===== src/rtl/mbx_pkg.sv =====
package mbx_pkg;
   // sender register offsets
   localparam logic [1:0] TX_OFS_PTR  = 2'd0;
   localparam logic [1:0] TX_OFS_CMD  = 2'd1;
   localparam logic [1:0] TX_OFS_STAT = 2'd2;
   // receiver register offsets
   localparam logic [1:0] RX_OFS_PTR  = 2'd0;
   localparam logic [1:0] RX_OFS_CMD  = 2'd1;
   localparam logic [1:0] RX_OFS_STAT = 2'd2;
   localparam logic [1:0] RX_OFS_DONE = 2'd3;
   // status bit positions
   localparam int BIT_FULL = 0;
   localparam int BIT_OVF  = 1;
   localparam int BIT_TXEN = 2;
   localparam int BIT_RXEN = 1;
endpackage


===== src/rtl/mbx_slot.sv =====
module mbx_slot #(
   parameter int CMD_W = 16,
   parameter int PTR_W = 32
) (
   input  logic             clk,
   input  logic             rst_n,
   input  logic             commit,
   input  logic [CMD_W-1:0] cmd_in,
   input  logic [PTR_W-1:0] ptr_in,
   input  logic             release_i,
   output logic             full,
   output logic [CMD_W-1:0] cmd_q,
   output logic [PTR_W-1:0] ptr_q
);
   always_ff @(posedge clk) begin
      if (!rst_n) begin
         full  <= 1'b0;
         cmd_q <= '0;
         ptr_q <= '0;
      end else begin
         if (release_i)
            full <= 1'b0;
         else if (commit)
            full <= 1'b1;
         if (commit) begin
            cmd_q <= cmd_in;
            ptr_q <= ptr_in;
         end
      end
   end


   commit_fills_chk: assert property (@(posedge clk) disable iff (!rst_n)
      (commit && !release_i) |=> (full && ptr_q == $past(ptr_in) && cmd_q == $past(cmd_in)));

   release_empties_chk: assert property (@(posedge clk) disable iff (!rst_n)
      release_i |=> !full);

   held_stable_chk: assert property (@(posedge clk) disable iff (!rst_n)
      (full && !release_i) |=> ($stable(ptr_q) && $stable(cmd_q)));
endmodule


===== src/rtl/mbx_tx_port.sv =====
module mbx_tx_port
   import mbx_pkg::*;
#(
   parameter int DATA_W = 32,
   parameter int CMD_W  = 16,
   parameter int PTR_W  = 32
) (
   input  logic              clk,
   input  logic              rst_n,
   input  logic              we,
   input  logic [1:0]        addr,
   input  logic [DATA_W-1:0] wdata,
   input  logic              full,
   output logic              commit,
   output logic [CMD_W-1:0]  cmd_word,
   output logic [PTR_W-1:0]  stage_ptr,
   output logic              tx_en,
   output logic [DATA_W-1:0] rdata
);
   logic ptr_wr, cmd_wr, stat_wr, ovf;
   logic [DATA_W-1:0] ptr_ext;

   assign ptr_wr   = we && (addr == TX_OFS_PTR);
   assign cmd_wr   = we && (addr == TX_OFS_CMD);
   assign stat_wr  = we && (addr == TX_OFS_STAT);
   assign commit   = cmd_wr && !full;
   assign cmd_word = wdata[CMD_W-1:0];

   generate
      if (PTR_W == DATA_W) begin : g_ptr_same
         assign ptr_ext = stage_ptr;
      end else begin : g_ptr_pad
         assign ptr_ext = {{(DATA_W-PTR_W){1'b0}}, stage_ptr};
      end
   endgenerate

   always_ff @(posedge clk) begin
      if (!rst_n) begin
         stage_ptr <= '0;
         ovf       <= 1'b0;
         tx_en     <= 1'b0;
      end else begin
         if (ptr_wr && !full)
            stage_ptr <= wdata[PTR_W-1:0];
         if ((ptr_wr || cmd_wr) && full)
            ovf <= 1'b1;
         else if (stat_wr && wdata[BIT_OVF])
            ovf <= 1'b0;
         if (stat_wr)
            tx_en <= wdata[BIT_TXEN];
      end
   end

   always_comb begin
      rdata = '0;
      case (addr)
         TX_OFS_PTR: rdata = ptr_ext;
         TX_OFS_STAT: begin
            rdata[BIT_FULL] = full;
            rdata[BIT_OVF]  = ovf;
            rdata[BIT_TXEN] = tx_en;
         end
         default: rdata = '0;
      endcase
   end


   full_write_flags_chk: assert property (@(posedge clk) disable iff (!rst_n)
      ((ptr_wr || cmd_wr) && full) |=> (ovf && $stable(stage_ptr)));

   ovf_sticky_chk: assert property (@(posedge clk) disable iff (!rst_n)
      (ovf && !(stat_wr && wdata[BIT_OVF])) |=> ovf);
endmodule


===== src/rtl/mbx_rx_port.sv =====
module mbx_rx_port
   import mbx_pkg::*;
#(
   parameter int DATA_W = 32,
   parameter int CMD_W  = 16,
   parameter int PTR_W  = 32
) (
   input  logic              clk,
   input  logic              rst_n,
   input  logic              we,
   input  logic [1:0]        addr,
   input  logic [DATA_W-1:0] wdata,
   input  logic              full,
   input  logic [CMD_W-1:0]  cmd_q,
   input  logic [PTR_W-1:0]  ptr_q,
   output logic              release_o,
   output logic              rx_en,
   output logic [DATA_W-1:0] rdata
);
   logic [DATA_W-1:0] ptr_ext, cmd_ext;

   generate
      if (PTR_W == DATA_W) begin : g_ptr_same
         assign ptr_ext = ptr_q;
      end else begin : g_ptr_pad
         assign ptr_ext = {{(DATA_W-PTR_W){1'b0}}, ptr_q};
      end
      if (CMD_W == DATA_W) begin : g_cmd_same
         assign cmd_ext = cmd_q;
      end else begin : g_cmd_pad
         assign cmd_ext = {{(DATA_W-CMD_W){1'b0}}, cmd_q};
      end
   endgenerate

   assign release_o = we && (addr == RX_OFS_DONE);

   always_ff @(posedge clk) begin
      if (!rst_n)
         rx_en <= 1'b0;
      else if (we && addr == RX_OFS_STAT)
         rx_en <= wdata[0];
   end

   always_comb begin
      rdata = '0;
      case (addr)
         RX_OFS_PTR: rdata = ptr_ext;
         RX_OFS_CMD: rdata = cmd_ext;
         RX_OFS_STAT: begin
            rdata[BIT_FULL] = full;
            rdata[BIT_RXEN] = rx_en;
         end
         default: rdata = '0;
      endcase
   end
endmodule


===== src/rtl/ipc_mailbox.sv =====
module ipc_mailbox #(
   parameter int DATA_W = 32,
   parameter int CMD_W  = 16,
   parameter int PTR_W  = 32
) (
   input  logic              clk,
   input  logic              rst_n,
   input  logic              tx_we,
   input  logic [1:0]        tx_addr,
   input  logic [DATA_W-1:0] tx_wdata,
   output logic [DATA_W-1:0] tx_rdata,
   output logic              tx_irq,
   input  logic              rx_we,
   input  logic [1:0]        rx_addr,
   input  logic [DATA_W-1:0] rx_wdata,
   output logic [DATA_W-1:0] rx_rdata,
   output logic              rx_irq
);
   generate
      if (DATA_W < 3) begin : g_bad_data
         $error("DATA_W must hold the three status bits");
      end
      if (CMD_W < 1 || CMD_W > DATA_W) begin : g_bad_cmd
         $error("CMD_W must be 1..DATA_W");
      end
      if (PTR_W < 1 || PTR_W > DATA_W) begin : g_bad_ptr
         $error("PTR_W must be 1..DATA_W");
      end
   endgenerate

   logic             commit, release_s, full, tx_en, rx_en;
   logic [CMD_W-1:0] cmd_word, cmd_q;
   logic [PTR_W-1:0] stage_ptr, ptr_q;

   mbx_tx_port #(.DATA_W(DATA_W), .CMD_W(CMD_W), .PTR_W(PTR_W)) u_tx (
      .clk(clk), .rst_n(rst_n), .we(tx_we), .addr(tx_addr), .wdata(tx_wdata),
      .full(full), .commit(commit), .cmd_word(cmd_word), .stage_ptr(stage_ptr),
      .tx_en(tx_en), .rdata(tx_rdata));

   mbx_slot #(.CMD_W(CMD_W), .PTR_W(PTR_W)) u_slot (
      .clk(clk), .rst_n(rst_n), .commit(commit), .cmd_in(cmd_word),
      .ptr_in(stage_ptr), .release_i(release_s), .full(full),
      .cmd_q(cmd_q), .ptr_q(ptr_q));

   mbx_rx_port #(.DATA_W(DATA_W), .CMD_W(CMD_W), .PTR_W(PTR_W)) u_rx (
      .clk(clk), .rst_n(rst_n), .we(rx_we), .addr(rx_addr), .wdata(rx_wdata),
      .full(full), .cmd_q(cmd_q), .ptr_q(ptr_q), .release_o(release_s),
      .rx_en(rx_en), .rdata(rx_rdata));

   assign rx_irq = full & rx_en;
   assign tx_irq = ~full & tx_en;


   collision_drops_chk: assert property (@(posedge clk) disable iff (!rst_n)
      (full && release_s && tx_we && tx_addr == mbx_pkg::TX_OFS_CMD) |=> !full);

   rx_irq_rise_chk: assert property (@(posedge clk) disable iff (!rst_n)
      $rose(rx_irq) |-> ($past(commit) || $past(rx_we)));
endmodule


===== config.mk =====
export PLATFORM = sky130hd
export DESIGN_NAME = ipc_mailbox
export DESIGN_NICKNAME = d
export VERILOG_FILES = /design/src/rtl/mbx_pkg.sv /design/src/rtl/mbx_slot.sv /design/src/rtl/mbx_tx_port.sv /design/src/rtl/mbx_rx_port.sv /design/src/rtl/ipc_mailbox.sv
export SDC_FILE = /design/constraint.sdc
export NUM_CORES = 1
export LEC_CHECK = 0
export CAP_MARGIN = 20
export CORE_MARGIN = 4
export CORE_UTILIZATION = 30
export CTS_CLUSTER_SIZE = 12
export DETAILED_ROUTE_END_ITERATION = 6
export SYNTH_ARGS = -nofsm -noshare
export SYNTH_HDL_FRONTEND = slang
export SYNTH_SLANG_ARGS = --single-unit

===== constraint.sdc =====
create_clock -name clk -period 1.35 [get_ports clk]
set_input_delay 0.2025 -clock clk [delete_from_list [all_inputs] [get_ports clk]]
set_output_delay 0.2025 -clock clk [all_outputs]
set_load 0.02 [all_outputs]

==> flow_metrics.tcl <==
set metrics [dict create \
    cts_max_level 3 \
    via_per_inst 4.44 \
    io_pins 138 \
    ant_nets 0 \
    cap_violations 0 \
    crit_path_start_kind "register" \
    finalSetupViolations 0 \
    placed_cell_area_um2 5150 \
    cts_tree "done" \
    crit_type "reg -> out" \
    rrSetupSlack_ns 0.03 \
    drcViolationCount 0 \
    slew_headroom 0.801 \
    dr.pass1.iters 6 \
    vdd_ir_drop_max_uv 499 \
    crit_start "u_slot.full" \
    wl_um 10300 \
    dp_slack_ns -0.756 \
    timing.hold.ws_ns 0.253 \
    wl_per_cell_um 14.7 \
    synth_warnings 0 \
    critical_path.endpoint_type "primary output" \
    drive_gt1_frac 0.265 \
    synthesis.nets 485 \
    die_h_um 121 \
    fin_ws_ns 0.000600 \
    power_switching_mw 1.33 \
    skew_ns 0.00782 \
    grt_pass1_vias 3333 \
    drv_slew 0 \
    drtIter0Drc 115 \
    rsz0062_at_grt "true" \
    cts-root-buf "clkbuf_16" \
    ys_seq_elements 84 \
    track_usage 0.142 \
    r2r_end "u_tx.stage_ptr[29]" \
    worstSkewPairLatency_ns 0.33 \
    power_frac_seq 0.442 \
    antenna_cells 0 \
    worstPathRequired_ns 1.15 \
    grt-ovfl-total 0 \
    start_util 0.312 \
    path_max_fanout 7 \
    reg2reg_from "u_slot.full" \
    tns_ns 0 \
    hold_violations 0 \
    layout_min_cycle_time_ns 1.35 \
    power_frac_comb 0.114 \
    cts_made_buffers 9 \
    fill_cells 1227 \
    seq_area_um2 1680 \
    clock_path_buffers 2 \
    dp_hpwl_um 6820 \
    synthesis.area_um2 3810 \
    nets 603 \
    routabilityCongestion 0.746 \
    multi_input_area_um2 2000 \
    io_buffers 106 \
    cp.arrival_ns 1.15 \
    finalCritPeriodShare 1.00 \
    power_density_nw_per_um2 1050 \
    syn_avg_cell_area_um2 9.22 \
    hold_path.class "in -> reg" \
    fp.dieArea_um2 14600 \
    p_total_mw 5.81 \
    rows 40 \
    grt_max_degree 56 \
    core_um2 12200 \
    final_area_um2 5520 \
    synthCells 413 \
    syn_to_final_growth_pct 44.8 \
    num_vias 3126 \
    worst_pin_slew_ns 0.299 \
    maxClockFrequency_ghz 0.741 \
    synth_cell_types 20 \
    cts_sinks 84 \
    p_int_mw 4.48 \
    clock_power_share 0.444 \
    cts_hold_buf 0 \
    switching_share 0.229 \
    antenna_found_initial 0 \
    synth.yosys.seq_area_share 0.441 \
    r2r_cells 5 \
    die_x_um 121 \
    p_leak_nw 2.60 \
    clkTransAtPathRegs_ns 0.06 \
    grt_pass1_wl_um 16800 \
    endpoint "tx_rdata[0]" \
    outcome "finished, final reports clean" \
]
## cells in the mapped netlist
| cell type | instances | area share |
|---|---|---|
| nand3_1 | 1 | 0.0013 |
| nor4b_4 | 1 | 0.0062 |
| buf_2 | 8 | 0.011 |
| nor2b_1 | 3 | 0.0049 |
| o211a_1 | 1 | 0.0026 |
| nand2_1 | 115 | 0.11 |
| buf_6 | 8 | 0.024 |
| nand4bb_1 | 1 | 0.0030 |
| o2bb2ai_1 | 2 | 0.0046 |
| buf_1 | 2 | 0.0020 |
| nand3b_1 | 2 | 0.0039 |
| dfxtp_1 | 84 | 0.44 |
| inv_1 | 1 | 0.00098 |
| mux2i_1 | 101 | 0.27 |
| clkbuf_1 | 15 | 0.015 |
| nor2_1 | 19 | 0.019 |
| and2_1 | 46 | 0.076 |
| and3b_1 | 1 | 0.0023 |
| o21a_1 | 1 | 0.0020 |
| o221a_2 | 1 | 0.0030 |
## through the flow
stage	util	std cells
finish	0.452	704
floorplan	-	413
global route	0.452	704
detailed placement	0.422	677
global placement	0.422	677
CTS	0.445	700
## worst min path at each step
stage                           from                to  slack [ns]  cells past startpoint
global route                   rst_n  u_slot.cmd_q[10]        0.27                      3
global placement    u_slot.ptr_q[19]  u_slot.ptr_q[19]        0.44                      2
finish                         rst_n  u_slot.ptr_q[10]        0.25                      3
CTS                            rst_n  u_slot.ptr_q[10]        0.24                      3
detailed placement  u_slot.ptr_q[28]  u_slot.ptr_q[28]        0.45                      2
floorplan                rx_wdata[0]        u_rx.rx_en        0.34                      2
## registers in the layout (all words and copies together) (netlist names)
signal / cells
u_slot.ptr_q: 32
u_tx.ovf: 1
u_rx.rx_en: 1
u_slot.full: 1
u_slot.cmd_q: 16
u_tx.tx_en: 1
u_tx.stage_ptr: 32
## layout make-up
class	instances	area share
clock inverter	4	0.0102
timing repair buffer	140	0.235
tap	168	0.0381
sequential	84	0.305
inverter	1	0.000680
clock buffer	12	0.0483
multi-input combinational	295	0.362
## power by group through the flow
stage          registers [mW]  logic [mW]  clock network (mW)
2_1_floorplan            2.61       0.325                   0
3_3_place_gp             2.62       0.588                   0
3_5_place_dp             2.62       0.595                   0
4_1_cts                  2.57       0.647                2.65
5_1_grt                  2.57       0.717                2.75
6_report                 2.57       0.662                2.58
## routing by layer
layer	global-route usage	wire length [µm]	up-vias
met5	0	0	-
met4	0.0333	115	0
met3	0.0346	508	8
met2	0.226	4600	73
met1	0.195	5110	1447
li1	-	-	1598
## repair_timing
item / CTS / global route
gates resized for setup: 319 / 17
buffers inserted: 2 / 2
endpoints found under the hold margin: 0 / 0
cloned: 5 / 2
pin swaps: 3 / 2
setup endpoints to repair: 111 / 49
## cells in the final DEF (no fill, tap or decap), types with 2 or more instances in the layout
cell             count
nand3b_1             2
buf_4               38
dfxtp_1             82
nor2_1              17
mux2i_1            101
o2bb2ai_2            2
nor2b_1              2
dfxtp_2              2
clkbuf_8             3
and2_1              35
nand2_1            115
clkdlybuf4s50_1     35
buf_12               7
clkinv_4             3
buf_2               32
and2_2              10
buf_6               13
clkdlybuf4s15_2      9
buf_8                2
clkbuf_16           11
nor2_4               2
## critical path: stages (launching register included)
cell and delay [ns]:
dfxtp_2 0.32, buf_6 0.13, mux2i_1 0.15, nor2_1 0.07, buf_4 0.16
## kinds of logic after synthesis
logic type	after synthesis	synth area share
buffers and inverters	34	0.0519
DFF	84	0.441
muxes	101	0.265
AOI/OAI and AO/OA	5	0.0122
and+or+nand+nor	189	0.229
(Power assumes the default switching activity.)
